File: src/rtl/fsync_sup_pkg.sv
package fsync_sup_pkg;
  typedef enum logic [1:0] {
    DET_WAIT    = 2'd0,
    DET_MEASURE = 2'd1,
    DET_LOCKED  = 2'd2
  } det_state_t;
endpackage

File: src/rtl/fsync_rise.sv
// Registers the sync input and flags a rising edge in the cycle it is sampled.
module fsync_rise (
  input  logic clk,
  input  logic rst,
  input  logic fsync_in,
  output logic rise
);
  logic fs_q;

  always_ff @(posedge clk) begin
    if (rst) fs_q <= 1'b0;
    else     fs_q <= fsync_in;
  end

  assign rise = fsync_in & ~fs_q;
endmodule

File: src/rtl/rate_detect.sv
// Measures the sync period in clocks and classifies it into one of two rates.
module rate_detect
  import fsync_sup_pkg::*;
#(
  parameter int LO_PERIOD = 256,
  parameter int HI_PERIOD = 512,
  parameter int TOL       = 8
) (
  input  logic clk,
  input  logic rst,
  input  logic rise,
  output logic rate_hi,
  output logic rate_ready
);
  localparam int CNT_W = $clog2(HI_PERIOD + TOL + 2) + 1;
  localparam logic [CNT_W-1:0] CNT_MAX = {CNT_W{1'b1}};
  localparam logic [CNT_W-1:0] LO_MIN  = CNT_W'(LO_PERIOD - TOL);
  localparam logic [CNT_W-1:0] LO_MAX  = CNT_W'(LO_PERIOD + TOL);
  localparam logic [CNT_W-1:0] HI_MIN  = CNT_W'(HI_PERIOD - TOL);
  localparam logic [CNT_W-1:0] HI_MAX  = CNT_W'(HI_PERIOD + TOL);

  det_state_t       st;
  logic [CNT_W-1:0] cnt;
  logic             lo_hit, hi_hit;

  assign lo_hit = (cnt >= LO_MIN) && (cnt <= LO_MAX);
  assign hi_hit = (cnt >= HI_MIN) && (cnt <= HI_MAX);

  always_ff @(posedge clk) begin
    if (rst) begin
      st         <= DET_WAIT;
      cnt        <= '0;
      rate_hi    <= 1'b0;
      rate_ready <= 1'b0;
    end else begin
      case (st)
        DET_WAIT: begin
          if (rise) begin
            cnt <= CNT_W'(1);
            st  <= DET_MEASURE;
          end
        end
        DET_MEASURE: begin
          if (rise) begin
            if (lo_hit) begin
              rate_hi    <= 1'b0;
              rate_ready <= 1'b1;
              st         <= DET_LOCKED;
            end else if (hi_hit) begin
              rate_hi    <= 1'b1;
              rate_ready <= 1'b1;
              st         <= DET_LOCKED;
            end else begin
              cnt <= CNT_W'(1);
            end
          end else if (cnt != CNT_MAX) begin
            cnt <= cnt + CNT_W'(1);
          end
        end
        DET_LOCKED: st <= DET_LOCKED;
        default:    st <= DET_WAIT;
      endcase
    end
  end
endmodule

File: src/rtl/idle_timer.sv
// Counts clocks since the last sync edge; requests powerdown at a rate-scaled limit.
module idle_timer #(
  parameter int LO_TIMEOUT = 1024,
  parameter int HI_TIMEOUT = 2048
) (
  input  logic clk,
  input  logic rst,
  input  logic armed,
  input  logic rate_hi,
  input  logic rise,
  output logic pwr_down
);
  localparam int MAX_T = (HI_TIMEOUT > LO_TIMEOUT) ? HI_TIMEOUT : LO_TIMEOUT;
  localparam int IDL_W = $clog2(MAX_T + 1);
  localparam logic [IDL_W-1:0] LO_LAST = IDL_W'(LO_TIMEOUT - 1);
  localparam logic [IDL_W-1:0] HI_LAST = IDL_W'(HI_TIMEOUT - 1);

  logic [IDL_W-1:0] idle;
  logic [IDL_W-1:0] last;

  assign last = rate_hi ? HI_LAST : LO_LAST;

  always_ff @(posedge clk) begin
    if (rst || !armed) begin
      idle     <= '0;
      pwr_down <= 1'b0;
    end else if (rise) begin
      idle     <= '0;
      pwr_down <= 1'b0;
    end else if (idle == last) begin
      pwr_down <= 1'b1;
    end else begin
      idle <= idle + IDL_W'(1);
    end
  end
endmodule

File: src/rtl/fsync_supervisor.sv
// Top: clock-rate detection from the frame period and frame-loss powerdown.
module fsync_supervisor #(
  parameter int LO_PERIOD  = 256,
  parameter int HI_PERIOD  = 512,
  parameter int TOL        = 8,
  parameter int LO_TIMEOUT = 1024,
  parameter int HI_TIMEOUT = 2048
) (
  input  logic clk,
  input  logic rst,
  input  logic fsync_in,
  output logic rate_hi,
  output logic rate_ready,
  output logic pwr_down
);
  logic rise;

  fsync_rise u_rise (
    .clk      (clk),
    .rst      (rst),
    .fsync_in (fsync_in),
    .rise     (rise)
  );

  rate_detect #(
    .LO_PERIOD (LO_PERIOD),
    .HI_PERIOD (HI_PERIOD),
    .TOL       (TOL)
  ) u_det (
    .clk        (clk),
    .rst        (rst),
    .rise       (rise),
    .rate_hi    (rate_hi),
    .rate_ready (rate_ready)
  );

  idle_timer #(
    .LO_TIMEOUT (LO_TIMEOUT),
    .HI_TIMEOUT (HI_TIMEOUT)
  ) u_tmr (
    .clk      (clk),
    .rst      (rst),
    .armed    (rate_ready),
    .rate_hi  (rate_hi),
    .rise     (rise),
    .pwr_down (pwr_down)
  );
endmodule

File: config.mk
export PLATFORM = sky130hd
export DESIGN_NAME = fsync_supervisor
export DESIGN_NICKNAME = d
export VERILOG_FILES = /design/src/rtl/fsync_sup_pkg.sv /design/src/rtl/fsync_rise.sv /design/src/rtl/rate_detect.sv /design/src/rtl/idle_timer.sv /design/src/rtl/fsync_supervisor.sv
export SDC_FILE = /design/constraint.sdc
export NUM_CORES = 1
export LEC_CHECK = 0
export ABC_CLOCK_PERIOD_IN_PS = 2470
export BUFFER_PORTS_ARGS = -buffer_cell sky130_fd_sc_hd__buf_4
export CAP_MARGIN = 20
export CORE_MARGIN = 1
export CORE_UTILIZATION = 60
export CTS_CLUSTER_DIAMETER = 50
export DETAILED_ROUTE_END_ITERATION = 10
export HOLD_SLACK_MARGIN = 0.02
export PLACE_DENSITY_LB_ADDON = 0.2
export SLEW_MARGIN = 40
export SYNTH_ARGS = -nofsm -noshare
export SYNTH_HDL_FRONTEND = slang
export SYNTH_SLANG_ARGS = --single-unit
export TNS_END_PERCENT = 20
File: constraint.sdc
create_clock -name clk -period 2.47 [get_ports clk]
set_input_delay 0.3705 -clock clk [delete_from_list [all_inputs] [get_ports clk]]
set_output_delay 0.3705 -clock clk [all_outputs]
set_load 0.01 [all_outputs]
==> Word-level counts from Yosys, hierarchy flattened <==
Index checks and enable logic that the tools add are counted.
{ "classes": {"n_addsub": 2, "n_lt_le_gt_ge": 4, "n_eq_ne": 10, "mux": 15, "bitwise_logic": 2, "n_reduce_logical": 11} }
{ "ops": {"columns": ["op", "n"], "rows": [
  ["2-to-1 mux 11 bit", 6],
  ["one-hot mux 11 bit (2 select lines)", 1],
  ["adder 12 x 1 -> 12 bit (second input constant)", 1],
  ["== test 12 bit", 1],
  ["adder 11 x 1 -> 11 bit (second input constant)", 1],
  ["greater-or-equal comparator 11 x 8 -> 1 bit (second input constant)", 1],
  ["greater-or-equal comparator 11 x 9 -> 1 bit (second input constant)", 1],
  ["less-or-equal comparator 11 x 10 -> 1 bit (second input constant)", 1],
  ["less-or-equal comparator 11 x 9 -> 1 bit (second input constant)", 1],
  ["!= test 11 bit (second input constant)", 1],
  ["2-to-1 mux 2 bit", 4],
  ["!= test 3 bit (second input constant)", 2],
  ["one-hot mux 2 bit (3 select lines)", 1],
  ["AND reduction 3 bit", 2],
  ["AND reduction 5 bit", 1],
  ["!= test 2 bit (second input constant)", 2],
  ["nonzero test 2 bit", 2],
  ["2-to-1 mux 1 bit", 3],
  ["!= test 3 x 1 -> 1 bit (second input constant)", 1],
  ["!= test 3 x 2 -> 1 bit (second input constant)", 1],
  ["== test 2 x 1 -> 1 bit (second input constant)", 1],
  ["== test 2 bit (second input constant)", 1],
  ["logical AND 1 bit", 2],
  ["zero test 2 bit", 1],
  ["other kinds (5)", 5]
]} }
{ "totals": {"ff_bits": 29, "input_bits": 3} }

==> Depth between registers and ports, before layout <==
Gate-level depths: netlist of run 1.
{ "logic_depth": {"ltp_word": 6, "depth_mapped": 7, "ltp_nobuf": 7} }

==> Cells and area by module <==
Synthesis of run 1 repeated with hierarchy kept, for this count alone.
{ "unflattened": {"cells_unflattened": 198, "hier_area_um2": 1669.1} }
{ "by_module_without_submodules": {"columns": ["mod", "n_inst", "cells_each", "area_each_um2"], "rows": [
  ["rate_detect", 1, 126, 989.7],
  ["idle_timer", 1, 69, 631.9],
  ["fsync_rise", 1, 3, 47.5]
]} }

==> Worst setup path before layout of run 1 <==
Ideal clock, no wire load.
{ "synth_timing": {"kind": "register -> register", "start": "register u_det.cnt[0]", "end": "register u_det.cnt[5]", "setup_ps": 120, "arrival_ps": 1624, "setup_slack_ps": 726, "stages_incl_launch_ff": 8, "path_buffers": 0, "synth_period_minus_slack_ps": 1744, "path_cell_list": "dfxtp_1 > inv_1 > ha_1 > nor2b_1 > o2111a_2 > o31ai_4 > nor2_4 > a211o_1"} }
{ "synth_between": {"elab_chain_cells": 4} }
{ "synth_rtl": {"columns": ["item", "line_no", "text"], "rows": [
  ["start: declaration", "rate_detect.sv:23", "logic [CNT_W-1:0] cnt;"],
  ["start signal: assignment", "rate_detect.sv:57", "cnt <= cnt + CNT_W'(1);"],
  ["adder 11 x 1 -> 11 bit, or another cell as far along", "rate_detect.sv:57", null],
  ["2-to-1 mux 11 bit, or another cell as far along", "rate_detect.sv:56", "end else if (cnt != CNT_MAX) begin"],
  ["2-to-1 mux 11 bit / != test 3 bit (equally long branches)", null, null],
  ["one-hot mux 11 bit (2 select lines) / AND reduction 5 bit (equally long branches)", null, null]
]} }
Parallel ways exist; a longest one is shown, timed or not. The select of a mux whose other input is x is not followed.
A chain may end at the register's enable or synchronous reset.

==> Final worst setup path of run 1 <==
{ "layout_timing": {"start": "register u_det.cnt[0]", "end": "register u_det.cnt[6]"} }
The elaborated chain is that of the path after synthesis.

==> results of run 1 <==
==> kinds of logic (layout without fill, tap and decap cells) <==
group / count (synthesis) / after routing / share of synthesized area
xor gates and xnor gates: 11 / 11 / 0.0590
muxes: 3 / 3 / 0.0192
buffers and inverters: 15 / 22 / 0.0491
adders and majority gates: 5 / 5 / 0.0383
and+or+nand+nor: 76 / 76 / 0.271
AOI/OAI and AO/OA: 41 / 41 / 0.207
DFF: 29 / 29 / 0.356
==> synth_stat cells (2+ instances only) <==
cell       n  area share
dfxtp_1   29        0.36
nor2_1    15       0.035
a21oi_1   13       0.040
nand2_1   11       0.025
nand3_1   11       0.034
inv_1      8       0.018
and3_1     7       0.027
xnor2_1    7       0.038
a211o_1    6       0.032
nor3_1     6       0.018
ha_1       5       0.038
and4_1     4       0.021
xor2_1     4       0.021
nand2b_1   3       0.012
nor4_1     3       0.012
a311oi_1   2       0.011
buf_4      2      0.0092
buf_6      2       0.014
mux2i_1    2       0.012
nand4_1    2      0.0077
nor2b_1    2      0.0077
nor3b_1    2      0.0092
o21ai_0    2      0.0061
o21bai_1   2      0.0092
o31ai_1    2      0.0092
==> critical path: cells and delay by family, from the launching register on <==
kind            cells  cell delay [ps]
compound gates      3              920
fa+ha+maj           1              180
buf+inv             1               70
flops               1              400
simple gates        2              250
==> metal layers <==
metal	routed length [um]	GRT usage
met5	0	0
met4	50	0.103
met3	91	0.0847
met2	1540	0.423
met1	1400	0.275
==> area by class of cell <==
cell class                 instances  area, um2  share of cell area
clock buffer                       6       41.3              0.0241
inverter                           9       33.8              0.0197
timing repair buffer               5       37.5              0.0219
clock inverter                     2       10.0             0.00585
multi-input combinational        136        971               0.567
tap                               30       37.5              0.0219
sequential                        29        581               0.339
==> final timing paths <==
path | start | to | slack [ps] | cells after the start
max | u_det.cnt[0] | u_det.cnt[6] | 550 | 7
min | fsync_in | u_rise.fs_q | 270 | 2
max reg2reg | u_det.cnt[0] | u_det.cnt[6] | 550 | 7
min reg2reg | u_tmr.pwr_down | u_tmr.pwr_down | 450 | 2
==> flip-flops by register name (all words and copies together) (netlist names) <==
signal            count
u_tmr.idle           12
u_det.cnt            11
u_det.st              2
u_det.rate_hi         1
u_det.rate_ready      1
u_rise.fs_q           1
u_tmr.pwr_down        1
==> stage by stage <==
step,utilization,power (mW),instance area [um2]
2_1_floorplan,-,0.584,1630
3_3_place_gp,0.658,0.606,1660
3_5_place_dp,0.658,0.610,1660
4_1_cts,0.679,0.880,1710
5_1_grt,0.679,0.917,1710
6_report,0.679,0.871,1710
==> power groups by stage <==
stage / Sequential, mW / Combinational (mW) / Clock, mW
global placement: 0.494 / 0.112 / 0
floorplan: 0.492 / 0.0919 / 0
finish: 0.483 / 0.118 / 0.270
detailed placement: 0.494 / 0.116 / 0
CTS: 0.483 / 0.117 / 0.280
global route: 0.484 / 0.130 / 0.303
==> results_dict.tcl, run 1 <==
set metrics [dict create \
    clkPwrFrac 0.310 \
    hold_violations 0 \
    postRouteAntennaNets 0 \
    overflow 0 \
    via_per_inst 6.24 \
    ys_async_sr_fraction 0 \
    drc 0 \
    antenna_found_initial 0 \
    pwr_density_cell_mw_per_mm2 509 \
    place.detailed.hpwl_mm 2.26 \
    clock_latency_ps 330 \
    cts_setup_buffers 0 \
    seqPwrFrac 0.554 \
    finalCriticalPeriod_ps 1920 \
    clkTransAtPathRegs_ps 90 \
    p_leak_nw 0.693 \
    root_buffer "clkbuf_4" \
    critPathMaxFanout 9 \
    vias 1355 \
    syn_to_final_growth_pct 4.91 \
    holdWs_ps 269 \
    drv_cap 0 \
    setup-violations-final 0 \
    grt_pass1_vias 1225 \
    final_cell_mix "dfxtp_1 (29), nor2_1 (15), a21oi_1 (13)" \
    ys_ff_latch 29 \
    startpoint_type "register" \
    critPathArrivalTime_ps 2130 \
    end_kind "register" \
    stdcell_count 217 \
    gr-usage-all-layers 0.247 \
    gp_congestion 0.816 \
    cts_resized 0 \
    core_area_mm2 0.00252 \
    grt_pass1_wl_mm 5.10 \
    placementRows 18 \
    numCtsBuffers 5 \
    ios 6 \
    slew_headroom 0.632 \
    nFillCells 215 \
    slew_violations 0 \
    combinationalPowerShare 0.136 \
    outcome "complete, no violations" \
    p_sw_mw 0.240 \
    cts_tree "built" \
    rsz0062_at_grt "no" \
    start_util 0.647 \
    cp_data_required_time_ps 2690 \
    fin_crit_sh 0.775 \
    dieArea_mm2 0.00293 \
    hold_path_class "in2reg" \
    drive_gt1_frac 0.144 \
    drt_iter0_drc 36 \
    tns_ps 0 \
    synth.net_count 188 \
    setup_ws_ps 555 \
    synth-edff-count 0 \
    ys_types 53 \
    clk_path_buf_depth 2 \
    htreeDepth 2 \
    cts.sinks 29 \
    p_sw_frac 0.276 \
    grt_max_degree 14 \
    cts_hold_buf 0 \
    fmax_mhz 522 \
    path_cells "inv_1 -> ha_1 -> nor2b_1 -> o2111a_2 -> o31ai_4 -> nor2_4 -> a211o_1" \
    path_class "reg2reg" \
    final_common_cell "dfxtp_1" \
    die_h_um 54.1 \
    worst_slew_pin_slew_ps 550 \
    io_buffers 5 \
    synthFlopType "dfxtp_1" \
    slowest_delay_ps 400 \
    place_ws_ps 567 \
    cpMaxStageDelayCell "dfxtp_1" \
    syn_area_mm2 0.00163 \
    nNetsFinal 194 \
    syn_inst 180 \
    seq_area_frac_synth 0.356 \
    diodes 0 \
    avgRoutedWirePerCell_um 14.2 \
    p_int_mw 0.631 \
    routed_wl_mm 3.08 \
    dr.pass1.iters 4 \
    clock_skew_ps 7.86 \
    dp_cells 209 \
    ys_warn_count 0 \
    die_x_um 54.1 \
    ir_drop_mv 0.658 \
    syn_area_per_cell_um2 9.06 \
]
No activity file was read; power rests on OpenSTA's default activity.
==> inputs of run 2 (changes only) <==
--- a/config.mk
+++ b/config.mk
@@ -5,11 +5,12 @@
 export SDC_FILE = /design/constraint.sdc
 export NUM_CORES = 1
 export LEC_CHECK = 0
-export ABC_CLOCK_PERIOD_IN_PS = 2470
+export ABC_AREA = 1
+export ABC_CLOCK_PERIOD_IN_PS = 2000
 export BUFFER_PORTS_ARGS = -buffer_cell sky130_fd_sc_hd__buf_4
 export CAP_MARGIN = 20
 export CORE_MARGIN = 1
-export CORE_UTILIZATION = 60
+export CORE_UTILIZATION = 61
 export CTS_CLUSTER_DIAMETER = 50
 export DETAILED_ROUTE_END_ITERATION = 10
 export HOLD_SLACK_MARGIN = 0.02
==> constraint.sdc (replaced) <==
create_clock -name clk -period 2 [get_ports clk]
set_input_delay 0.3 -clock clk [delete_from_list [all_inputs] [get_ports clk]]
set_output_delay 0.3 -clock clk [all_outputs]
set_load 0.01 [all_outputs]
==> run 2 against run 1 <==
Combinational power increased to 9.9 times the previous value. Synthesized area grew 9.4%. Sequential power increased by 74%. Cell count up 39%. Clock power rose by 28%. Worst setup slack worse by 350 ps. Power increased to 2.7 times the previous value. Global-route usage shrank 0.15 points. Die area is 7.3% higher. Critical path depth increased by 4. Utilization grew 0.20 points. Critical path type unchanged.
==> results_dict.tcl, run 2 <==
set metrics [dict create \
    outcome "complete, no violations" \
    syn_inst 259 \
    diodes 0 \
    min_from "rst" \
    rr_startpoint "u_det.cnt[1]" \
    core_area_mm2 0.00276 \
    start_util 0.647 \
    cts_resized 0 \
    die_h_um 56.1 \
    vias 1607 \
    worst_slew_pin_slew_ps 559 \
    cts_hold_buf 0 \
    drv_cap 0 \
    synth_area_leaders "dfxtp_1 (33%), nand2_1 (11%), nor2_1 (7.8%)" \
    cts.sinks 29 \
    largest_reg_flops 12 \
    cts_tree "built" \
    hold_path_end "u_rise.fs_q" \
    syn_area_per_cell_um2 6.89 \
    whs_path_depth 2 \
    clock_latency_ps 330 \
    dr.pass1.iters 5 \
    syn_area_mm2 0.00178 \
    setup-violations-final 0 \
    htreeDepth 2 \
    cp_data_required_time_ps 2220 \
    critPathMaxFanout 21 \
    end_kind "register" \
    seq_area_frac_synth 0.325 \
    avgRoutedWirePerCell_um 11.3 \
    ios 6 \
    place.detailed.hpwl_mm 2.47 \
    antenna_found_initial 0 \
    gr-usage-all-layers 0.245 \
    fmax_mhz 557 \
    slew_violations 0 \
    pwr_density_cell_mw_per_mm2 1260 \
    numCtsBuffers 5 \
    overflow 0 \
    nNetsFinal 277 \
    ys_ff_latch 29 \
    rsz0062_at_grt "no" \
    worstReg2RegEnd "u_det.cnt[10]" \
    synth-edff-count 0 \
    dieArea_mm2 0.00314 \
    largestRegisters "u_tmr.idle x12, u_det.cnt x11, u_det.st x2" \
    placementRows 19 \
    root_buffer "clkbuf_4" \
    reg2reg_slack_ps 200 \
    fin_area_mm2 0.00188 \
    critPathArrivalTime_ps 2020 \
    cts_setup_buffers 0 \
    multi_input_area_mm2 0.00100 \
    path_class "reg2reg" \
    fin_crit_sh 0.898 \
    holdWs_ps 144 \
    synthFlopType "dfxtp_1" \
    grt_max_degree 24 \
    ir_drop_mv 1.07 \
    drive_gt1_frac 0.152 \
    drt_iter0_drc 74 \
    yosysMostFrequentCell "nand2_1" \
    io_buffers 5 \
    synth_commonest_cells "nand2_1 (54), nor2_1 (37), inv_1 (33)" \
    regMostFlops "u_tmr.idle" \
    die_x_um 56.1 \
    yosysTopAreaCell "dfxtp_1" \
    clock_skew_ps 14.0 \
    grt_pass1_wl_mm 6.12 \
    routed_wl_mm 3.40 \
    final_common_cell "nand2_1" \
    syn_to_final_growth_pct 5.19 \
    place_area_mm2 0.00183 \
    synth_top_area_share 0.325 \
    tns_ps 0 \
    drc 0 \
    reg2reg_depth 11 \
    power_mw 2.36 \
    hold_path_class "in2reg" \
    synth.net_count 267 \
    final-seq-area_um2 581 \
    finalCriticalPeriod_ps 1800 \
    slew_headroom 0.626 \
    ys_types 29 \
    via_per_inst 5.34 \
    postRouteAntennaNets 0 \
    startpoint_type "register" \
    ys_async_sr_fraction 0 \
    grt_pass1_vias 1373 \
    gp_congestion 0.886 \
    final_cell_mix "nand2_1 (54), nor2_1 (37), inv_1 (33)" \
    ys_warn_count 0 \
    hold_violations 0 \
    clk_path_buf_depth 2 \
    nFillCells 247 \
    p_leak_nw 0.884 \
    clkTransAtPathRegs_ps 90 \
]
run 2: changes by cell type after synthesis, sizes merged, moves of 8 or more:
cell,delta
a21oi,+10
o21ai,+8
nor2,+25
nand2,+48
nand3,+17
inv,+26
and3,-8
run 2: worst max-delay path, stage by stage, from the launching register on:
cell,delay [ps]
dfxtp_1,350
ha_1,210
nand2_2,90
inv_2,50
nand2_1,100
nor2_2,60
nand3_2,80
nor2_2,50
nor2_4,440
nand3_1,140
nand2_1,80
nor2_1,40
run 2: where the power goes:
group / internal, mW / total, mW / leakage [nW] / switching (mW)
sequential: 0.701 / 0.840 / 0.237 / 0.139
combinational: 0.447 / 1.17 / 0.616 / 0.724
clock: 0.134 / 0.346 / 0.0320 / 0.212
run 2: through the flow:
stage / utilization / cells / setup slack [ps]
floorplan: - / 259 / 407
global placement: 0.660 / 293 / -4.89
detailed placement: 0.662 / 293 / 219
CTS: 0.681 / 301 / 206
global route: 0.681 / 301 / 14.7
finish: 0.681 / 301 / 204
run 2: worst max-delay path by stage:
stage / start / endpoint / slack (ps) / depth (start not counted)
after detailed placement: u_det.cnt[1] / u_det.cnt[10] / 220 / 11
after CTS: u_det.cnt[1] / u_det.cnt[10] / 210 / 11
after floorplan: u_det.cnt[1] / u_det.cnt[3] / 410 / 11
final: u_det.cnt[1] / u_det.cnt[10] / 200 / 11
after global placement: u_det.cnt[1] / u_det.cnt[1] / -5 / 11
after global routing: u_tmr.idle[0] / u_tmr.idle[1] / 10 / 9
run 2: final cells by class:
type | count | share of cell area
Clock inverter | 2 | 0.00533
Tap cell | 31 | 0.0207
Multi-Input combinational cell | 188 | 0.535
Clock buffer | 6 | 0.0220
Sequential cell | 29 | 0.309
Timing Repair Buffer | 9 | 0.0360
Inverter | 36 | 0.0720
run 2: per-layer routing:
metal  GRT usage  share of wire
met5           0              0
met4      0.0976          0.014
met3      0.0488          0.059
met2       0.332           0.39
met1       0.376           0.54
run 2: cells by family after synthesis:
| logic type | Yosys count | synth area share |
|---|---|---|
| buffers and inverters | 42 | 0.115 |
| XOR/XNOR | 5 | 0.0245 |
| AND/OR/NAND/NOR | 139 | 0.379 |
| flip-flops | 29 | 0.325 |
| adder cells (fa/ha/maj) | 5 | 0.0351 |
| AO/OA/AOI/OAI | 39 | 0.121 |
==> inputs of run 3 (changes only) <==
--- a/config.mk
+++ b/config.mk
@@ -9,8 +9,10 @@
 export ABC_CLOCK_PERIOD_IN_PS = 2000
 export BUFFER_PORTS_ARGS = -buffer_cell sky130_fd_sc_hd__buf_4
 export CAP_MARGIN = 20
+export CELL_PAD_IN_SITES_DETAIL_PLACEMENT = 0
+export CELL_PAD_IN_SITES_GLOBAL_PLACEMENT = 2
 export CORE_MARGIN = 1
-export CORE_UTILIZATION = 61
+export CORE_UTILIZATION = 35
 export CTS_CLUSTER_DIAMETER = 50
 export DETAILED_ROUTE_END_ITERATION = 10
 export HOLD_SLACK_MARGIN = 0.02
==> run 3 against run 2 <==
Die area increased by 71%. Global-route usage decreased by 8.7 points. Flip-flop and latch count unchanged. Sequential share of layout area decreased by 1.9 points. Critical path depth unchanged. Clock power increased by 34%. Wire length increased by 14%. Final area increased by 6.5%. Maximum frequency increased by 0.16%. Worst hold slack improved by 56 ps.
==> results_dict.tcl, run 3 (synthesis gave the netlist of run 2 again) <==
set metrics [dict create \
    slowest_delay_ps 460 \
    die_h_um 73.4 \
    htreeDepth 2 \
    topRoutingLayerUsed "met4" \
    hold_path_class "in2reg" \
    diodes 0 \
    grt_max_degree 24 \
    outcome "complete, no violations" \
    drive_gt1_frac 0.167 \
    setup_ws_ps 207 \
    dr_wl_met2_mm 1.54 \
    crit_family "simple AND/OR/NAND/NOR gates" \
    p_sw_frac 0.440 \
    clkPwrFrac 0.185 \
    die_x_um 73.4 \
    pwr_density_cell_mw_per_mm2 1260 \
    cts_tree "built" \
    gr-usage-all-layers 0.159 \
    reg2reg_slack_ps 210 \
    critPathMaxFanout 21 \
    largestRegisters "u_tmr.idle x12, u_det.cnt x11, u_det.st x2" \
    grt_pass1_vias 1347 \
    slew_headroom 0.608 \
    p_int_mw 1.41 \
    reg2reg_depth 11 \
    worst_slew_pin_slew_ps 586 \
    start_util 0.370 \
    hold_path_end "u_rise.fs_q" \
    finalCriticalPeriod_ps 1790 \
    startpoint_type "register" \
    critPathBufInv 1 \
    tns_ps 0 \
    path_class "reg2reg" \
    antenna_found_initial 0 \
    path_cells "ha_1 -> nand2_2 -> inv_2 -> nand2_1 -> nor2_2 -> nand3_2 -> nor2_2 -> nor2_4 -> nand3_1 -> nand2_1 -> nor2_1" \
    clock_skew_ps 4.06 \
    fin_crit_sh 0.897 \
    core_area_mm2 0.00482 \
    syn_to_final_growth_pct 12.1 \
    combinationalPowerShare 0.483 \
    clkTransAtPathRegs_ps 60 \
    cts.sinks 29 \
    avgRoutedWirePerCell_um 11.3 \
    postRouteAntennaNets 0 \
    p_sw_mw 1.11 \
    worstReg2RegEnd "u_det.cnt[10]" \
    routed_wl_mm 3.87 \
    setup-violations-final 0 \
    fin_area_mm2 0.00200 \
    power_mw 2.51 \
    regMostFlops "u_tmr.idle" \
    place_ws_ps 175 \
    wl_met3_um 131 \
    via_per_inst 4.57 \
    dieArea_mm2 0.00539 \
    grt_pass1_wl_mm 6.38 \
    place.detailed.hpwl_mm 2.85 \
    end_kind "register" \
    fmax_mhz 558 \
    cp_data_required_time_ps 2170 \
    overflow 0 \
    cts_hold_buf 0 \
    min_from "rst" \
    p_leak_nw 0.911 \
    place_area_mm2 0.00191 \
    seqPwrFrac 0.332 \
    rr_startpoint "u_det.cnt[1]" \
    critPathArrivalTime_ps 1970 \
    largest_reg_flops 12 \
    io_buffers 5 \
    gp_congestion 0.773 \
    hold_violations 0 \
    root_buffer "clkbuf_8" \
    drt-met1-wl_mm 2.16 \
    dr.pass1.iters 4 \
    clk_path_buf_depth 2 \
    final_util 0.415 \
    nNetsFinal 282 \
    rsz0062_at_grt "no" \
    whs_path_depth 2 \
    drv_cap 0 \
    clock_latency_ps 280 \
    numCtsBuffers 5 \
    drt_iter0_drc 52 \
    vias 1564 \
    final_common_cell "nand2_1" \
    drc 0 \
    cpMaxStageDelayCell "nor2_4" \
    slew_violations 0 \
    ios 6 \
    ir_drop_mv 0.480 \
    final_cell_mix "nand2_1 (54), nor2_1 (37), inv_1 (33)" \
    placementRows 25 \
]
## run 3: worst max-delay path by stage
| stage | startpoint | endpoint | slack (ps) | cells after the start |
|---|---|---|---|---|
| 2_1_floorplan | u_det.cnt[1] | u_det.cnt[3] | 410 | 11 |
| 3_3_place_gp | u_det.cnt[1] | u_det.cnt[1] | -50 | 11 |
| 6_report | u_det.cnt[1] | u_det.cnt[10] | 210 | 11 |
| 5_1_grt | u_det.cnt[0] | u_det.cnt[10] | 9 | 13 |
| 3_5_place_dp | u_det.cnt[0] | u_det.cnt[2] | 180 | 12 |
| 4_1_cts | u_det.cnt[0] | u_det.cnt[2] | 170 | 12 |
## run 3: layer usage
layer / track usage / vias to the layer above
li1: - / 867
met1: 0.242 / 675
met2: 0.206 / 20
met3: 0.0412 / 2
met4: 0.0641 / 0
met5: 0 / -
## run 3: final cells by class
type / instances / area [um2]
repair buffers: 14 / 105
clock inverters: 2 / 10.0
flip-flops and latches: 29 / 581
multi-input cells: 188 / 1010
clock buffers: 6 / 72.6
fillers: 547 / 2820
well taps: 67 / 83.8
inverters: 36 / 135
## run 3: power by group through the flow
stage               logic, mW  registers [mW]  clock network, mW
floorplan                1.00           0.828                  0
global placement         1.21           0.853                  0
detailed placement       1.21           0.846                  0
CTS                      1.21           0.833              0.490
global route             1.39           0.854              0.517
finish                   1.21           0.834              0.465
## run 3: timing repair
item	4_1_cts	5_1_grt
gates resized for setup	0	1
buffers inserted	0	0
setup endpoints to repair	0	6
## run 3: through the flow
stage,instances,hold slack (ps)
after floorplan,259,369
after global placement,334,436
after detailed placement,334,442
after CTS,342,189
after global routing,342,194
final,342,200
